## src/rtl/updn_sat_counter.sv

```systemverilog
module updn_sat_counter #(
  parameter int W = 3
) (
  input  logic         clk,
  input  logic         rst,
  input  logic         dir_down,
  input  logic         hold_ends,
  output logic [W-1:0] count
);
  localparam logic [W-1:0] TOP = {W{1'b1}};
  localparam logic [W-1:0] BOT = '0;

  logic [W-1:0] q;
  logic         at_end;
  logic [W-1:0] stepped;

  assign at_end  = dir_down ? (q == BOT) : (q == TOP);
  assign stepped = dir_down ? q - 1'b1 : q + 1'b1;

  always_ff @(posedge clk) begin
    if (rst)                   q <= BOT;
    else if (at_end && hold_ends) q <= q;
    else                       q <= stepped;
  end

  assign count = q;
endmodule

```

## config.mk

```make
export PLATFORM = sky130hd
export DESIGN_NAME = updn_sat_counter
export DESIGN_NICKNAME = d
export VERILOG_FILES = /design/src/rtl/updn_sat_counter.sv
export SDC_FILE = /design/constraint.sdc
export NUM_CORES = 1
export LEC_CHECK = 0
export ABC_AREA = 1
export CAP_MARGIN = 10
export CORE_AREA = 2 2 39 41
export CTS_BUF_LIST = sky130_fd_sc_hd__clkbuf_8
export DETAILED_ROUTE_END_ITERATION = 10
export DIE_AREA = 0 0 41 43
export PLACE_DENSITY = 0.34
export SLEW_MARGIN = 20
export SYNTH_ARGS = -nofsm -noshare
export SYNTH_HDL_FRONTEND = slang
export SYNTH_SLANG_ARGS = --single-unit
```

## constraint.sdc

```tcl
create_clock -name clk -period 1.7 [get_ports clk]
set_input_delay 0.425 -clock clk [delete_from_list [all_inputs] [get_ports clk]]
set_output_delay 0.425 -clock clk [all_outputs]
set_load 0.05 [all_outputs]
```

==> impl_metrics.csv, run 1 <==
group,metric,value,unit
status,status,"finished, final reports clean",
clocking,clk_root_buffer_cell,"clkbuf_8",
clocking,cts_tree,"built",
power_and_ir_drop,p_total,0.642,mW
worst_hold_path,hold-path-endpoint,"count[2]",
synthesis,yosys.cell_types.count,12,
synthesis,synth_warnings,0,
floorplanning,io_pins,7,
finish,antennaDiodeCount,0,
critical_path,required,1.84,ns
place,placed_cells,54,
place,portBuffers,6,
critical_path,worstSetupEndpointType,"register",
timing,max_slew.worst_pin.slew,0.216,ns
timing,maxSlewHeadroom,85.6,%
clocking,cts_max_path_buffers,2,
clocking,clk_pin_slew,0.03,ns
synthesis,ys_seq_elements,3,
timing,timing.fmax,638,MHz
global_route,grt_pass1_wl,710,um
routing,drtAntennaViolNets,0,
finish,final_cell_mix,"9 x nand2_1, 7 x inv_1",
critical_path,crit_fanout,2,
global_route,grt_pass1_vias,197,
worst_hold_path,hp-class,"register to register",
finish,final_cell_count_no_fill,58,
timing,fin_crit_sh,92.3,%
timing,setup_violations,0,
worst_hold_path,min_path_cells,2,
finish,area_growth,84.5,%
timing,setup_ws,0.132,ns
global_route,grt_max_degree,6,
critical_path,worst-setup-path-type,"input port to register",
floorplanning,die_w,41,um
critical_path,rrSetupSlack,0.40,ns
timing,period_minus_slack,1.57,ns
global_route,grt_overflow,0,
critical_path,r2r_cells,7,
routing,drc_errors,0,
power_and_ir_drop,p_per_area,1730,nW/um^2
power_and_ir_drop,vdd_drop_max,0.591,mV
timing,drv_slew,0,
finish,drive_gt1_share,28.6,%
clocking,cts_buffers,3,
synthesis,synth_top_area_share,29.8,%
clocking,htreeDepth,1,
finish,final_nets,48,
synthesis,netlist_instances,30,
global_route,grt.total_usage,6.32,%
critical_path,reg2reg_to,"count[2]",
routing,drt_iter0_drc,1,
clocking,clk_latency,0.21,ns
floorplanning,dieHeight,43,um
timing,hold_viol,0,
place,dp_hpwl,344,um
routing,routedWlPerCell,6.83,um
floorplanning,rows,14,
routing,num_vias,217,
clocking,clock_sinks,3,
routing,routed_wl,396,um
finish,final_common_cell,"nand2_1",
synthesis,synth_area_leaders,"dfxtp_1 30%, nand2_1 17%, inv_1 11%",
synthesis,synth_top_area_cell,"dfxtp_1",
place,routabilityCongestion,0.759,
synthesis,syn_area_per_cell,6.71,um^2
routing,dr.pass1.iters,2,
flow_run,max_cap_violations,0,
clocking,hold_buffers,0,
clocking,cts_resized,0,
floorplanning,start_util,14.6,%
critical_path,cp.arrival,1.71,ns
worst_hold_path,worstHoldStart,"count[1]",
synthesis,ys_seq_area_share,29.8,%
synthesis,syn_area,201,um^2
routing,viasPerCell,3.74,
global_route,antenna_found_initial,0,
critical_path,r2r-start,"count[0]",
synthesis,syn_nets,35,
timing,fin_tns_setup,0,ns
critical_path,start_kind,"input port",
timing,rsz0062_at_grt,"false",
power_and_ir_drop,leakagePower,0.182,nW
clocking,postCtsSetupBuffers,0,
place,place_ws,-0.107,ns
floorplanning,core,1380,um^2
finish,largest_reg_flops,3,
floorplanning,dieArea,1760,um^2
timing,skew,0.00213,ns
## power by group
part | total, mW | internal [mW] | switching, mW
clock network | 0.197 | 0.153 | 0.0435
logic | 0.313 | 0.145 | 0.168
registers | 0.133 | 0.0946 | 0.0380
total | 0.642 | 0.393 | 0.249
## synthesized netlist by cell type
cell,instances
inv_1,6
o21ai_0,1
nor2_1,1
nand3_2,1
nor2_4,1
dfxtp_1,3
fa_1,1
a21oi_1,3
inv_2,1
nand2_1,9
nand2_2,1
nand3_1,2
## how the worst max path moves through the flow
stage	depth (start not counted)	startpoint	to	slack (ns)
2_1_floorplan	7	count[0]	count[2]	0.15
3_3_place_gp	8	dir_down	count[2]	-0.08
3_5_place_dp	8	dir_down	count[2]	-0.11
4_1_cts	8	dir_down	count[2]	0.11
5_1_grt	8	dir_down	count[2]	0.07
6_report	8	dir_down	count[2]	0.13
## layout make-up
cell class                      count  area, um^2
Timing Repair Buffer                8         105
Clock buffer                        3        41.3
Clock inverter                      1        3.75
Inverter                            7        26.3
Fill cell                         146        1010
Multi-Input combinational cell     20         115
Sequential cell                     3        60.1
Tap cell                           16        20.0
## routing by layer
layer / track usage (%) / share of wire, %
met4: 8.00 / 0
met1: 6.09 / 38
met5: 0 / 0
met3: 1.57 / 2.0
met2: 9.06 / 59
## cell families (layout without fill, tap and decap cells)
logic type	after synthesis	in the layout	synth area share (%)
simple gates	15	15	37.3
compound gates	4	4	9.93
flops	3	3	29.8
fa+ha+maj	1	1	9.94
buf+inv	7	19	13.0
## through the flow
step           util, %  hold slack [ns]  instance area (um^2)
3_3_place_gp      23.6            0.615                   327
5_1_grt           26.9            0.656                   372
2_1_floorplan        -            0.494                   201
3_5_place_dp      23.6            0.615                   327
4_1_cts           26.9            0.619                   372
6_report          26.9            0.620                   372
## worst max-delay path, cell delays in order
cell and delay, ns:
clkdlybuf4s50_1 0.49, inv_2 0.05, fa_1 0.43, inv_1 0.06
nand2_1 0.05, nand2_1 0.05, nand2_1 0.04, a21oi_1 0.11
Power figures use the tool's default switching activity.
==> inputs of run 2 (changes only) <==
- SLEW_MARGIN: 20 -> 10
==> results of run 2 <==
Final layout, timing and power as in run 1 (identical DEF).
==> inputs of run 3 (changes only) <==
- PLACE_DENSITY: 0.34 -> 0.36
- clock period: 1.7 -> 1.4 ns (I/O delays scaled with it)
==> run 3 against run 2 <==
Sequential power rose by 25%. Flip-flop and latch count did not move. Cell count fell by 1.7%. Critical path type is now register to register.
==> impl_metrics.csv, run 3 (synthesis gave the netlist of run 1 again) <==
group,metric,value,unit
finish,final_cell_count_no_fill,57,
timing,maxSlewHeadroom,84.0,%
worst_hold_path,min_path_cells,2,
floorplanning,dieArea,1760,um^2
routing,drc_errors,0,
power_and_ir_drop,p_clk_share,30.3,%
global_route,grt_pass1_wl,765,um
power_and_ir_drop,power_frac_comb,48.9,%
routing,routedWlPerCell,8.30,um
clocking,cts_max_path_buffers,2,
finish,postLayoutCoreUtil,26.6,%
critical_path,required,1.50,ns
timing,skew,0.00131,ns
place,portBuffers,6,
routing,routed_wl,473,um
timing,drv_slew,0,
place,placed_cells,53,
clocking,clk_root_buffer_cell,"clkbuf_8",
worst_hold_path,worstHoldStart,"count[1]",
clocking,clk_latency,0.21,ns
critical_path,worst-setup-path-type,"register to register",
routing,drtAntennaViolNets,0,
power_and_ir_drop,p_total,0.797,mW
clocking,cts_buffers,3,
critical_path,worstSetupEndpointType,"register",
finish,final_nets,47,
clocking,hold_buffers,0,
global_route,antenna_found_initial,0,
critical_path,start_kind,"register",
critical_path,r2r_cells,5,
finish,largest_reg_flops,3,
place,dp_hpwl,366,um
power_and_ir_drop,p_int,0.484,mW
timing,timing.fmax,806,MHz
timing,fin_tns_setup,0,ns
finish,antennaDiodeCount,0,
critical_path,path_buf_inv,2,
power_and_ir_drop,vdd_drop_max,0.689,mV
clocking,htreeDepth,1,
timing,period_minus_slack,1.24,ns
clocking,clk_pin_slew,0.03,ns
timing,hold_viol,0,
routing,viasPerCell,3.68,
floorplanning,die_w,41,um
worst_hold_path,hp-class,"register to register",
timing,setup_violations,0,
critical_path,slowest_stage,"fa_2",
place,routabilityCongestion,0.623,
flow_run,max_cap_violations,0,
power_and_ir_drop,p_per_area,2170,nW/um^2
critical_path,crit_chain,"inv_1, fa_2, inv_1, nand2_1, a21oi_1",
timing,rsz0062_at_grt,"false",
routing,dr.pass1.iters,2,
global_route,grt_overflow,0,
place,place_ws,-0.332,ns
global_route,grt.total_usage,7.43,%
clocking,clock_sinks,3,
place,dpl-instance-area,322,um^2
timing,max_slew.worst_pin.slew,0.237,ns
critical_path,crit_fanout,4,
floorplanning,rows,14,
critical_path,reg2reg_to,"count[1]",
timing,fin_crit_sh,88.6,%
worst_hold_path,hold-path-endpoint,"count[1]",
finish,area_growth,82.6,%
finish,final_cell_mix,"9 x nand2_1, 7 x inv_1, 3 x a21oi_1, 3 x clkbuf_8, 3 x buf_12",
critical_path,cp.arrival,1.34,ns
finish,design_area,368,um^2
routing,drt_iter0_drc,1,
critical_path,crit_family,"adder cells",
floorplanning,io_pins,7,
clocking,cts_tree,"built",
critical_path,r2r-start,"count[0]",
global_route,grt_max_degree,6,
timing,hold_ws,0.575,ns
floorplanning,dieHeight,43,um
power_and_ir_drop,power_frac_seq,20.9,%
floorplanning,start_util,14.6,%
power_and_ir_drop,switching_share,39.3,%
routing,num_vias,210,
power_and_ir_drop,p_switching,0.313,mW
global_route,grt_pass1_vias,197,
floorplanning,core,1380,um^2
timing,setup_ws,0.160,ns
critical_path,rrSetupSlack,0.16,ns
critical_path,path_common_cell,"inv_1",
critical_path,slowest_delay,0.53,ns
finish,drive_gt1_share,34.1,%
status,status,"finished, final reports clean",
power_and_ir_drop,leakagePower,0.179,nW
finish,fill_cells,154,
finish,final_common_cell,"nand2_1",
run 3: cell types whose count changed in the layout (fill, tap and decap cells not counted):
cell             change
dfxtp_2              +2
buf_4                -1
dfxtp_1              -2
fa_2                 +1
dlygate4sd2_1        +1
clkdlybuf4s50_1      -1
fa_1                 -1
run 3: how the worst max path moves through the flow:
| stage | slack [ns] | start | to | depth (start not counted) |
|---|---|---|---|---|
| 6_report | 0.16 | count[0] | count[1] | 5 |
| 5_1_grt | 0.09 | count[0] | count[1] | 5 |
| 3_5_place_dp | -0.33 | dir_down | count[2] | 8 |
| 3_3_place_gp | -0.34 | dir_down | count[2] | 8 |
| 2_1_floorplan | 0.05 | count[0] | count[2] | 7 |
| 4_1_cts | 0.15 | count[0] | count[1] | 5 |
run 3: cell type report:
class,instances,area (um^2),share of cell area [%]
sequential,3,62.6,17.0
clock buffer,3,41.3,11.2
inverter,7,26.3,7.14
clock inverter,1,3.75,1.02
timing repair buffer,7,96.3,26.2
tap,16,20.0,5.44
multi-input combinational,20,118,32.0
run 3: worst register-to-register path: stages (launching register included):
cell and delay (ns):
dfxtp_2 0.36, inv_1 0.08, fa_2 0.53, inv_1 0.04
nand2_1 0.06, a21oi_1 0.05
run 3: timing repair:
item | 4_1_cts | 5_1_grt
resized for setup | 2 | 0
endpoints found under the setup margin | 2 | 0
buffers inserted | 0 | 0
run 3: power groups by stage:
stage	Clock (mW)	Combinational (mW)	Sequential, mW
6_report	0.241	0.389	0.166
5_1_grt	0.249	0.417	0.173
4_1_cts	0.248	0.391	0.168
3_5_place_dp	0	0.382	0.169
3_3_place_gp	0	0.380	0.168
2_1_floorplan	0	0.138	0.244
run 3: metal layers:
metal	part of all wire (%)	track usage, %	wire length, um	vias up
li1	-	-	-	112
met1	35	6.75	165	89
met2	53	10.0	250	5
met3	4.9	1.57	23	4
met4	7.0	12.0	33	0
met5	0	0	0	-
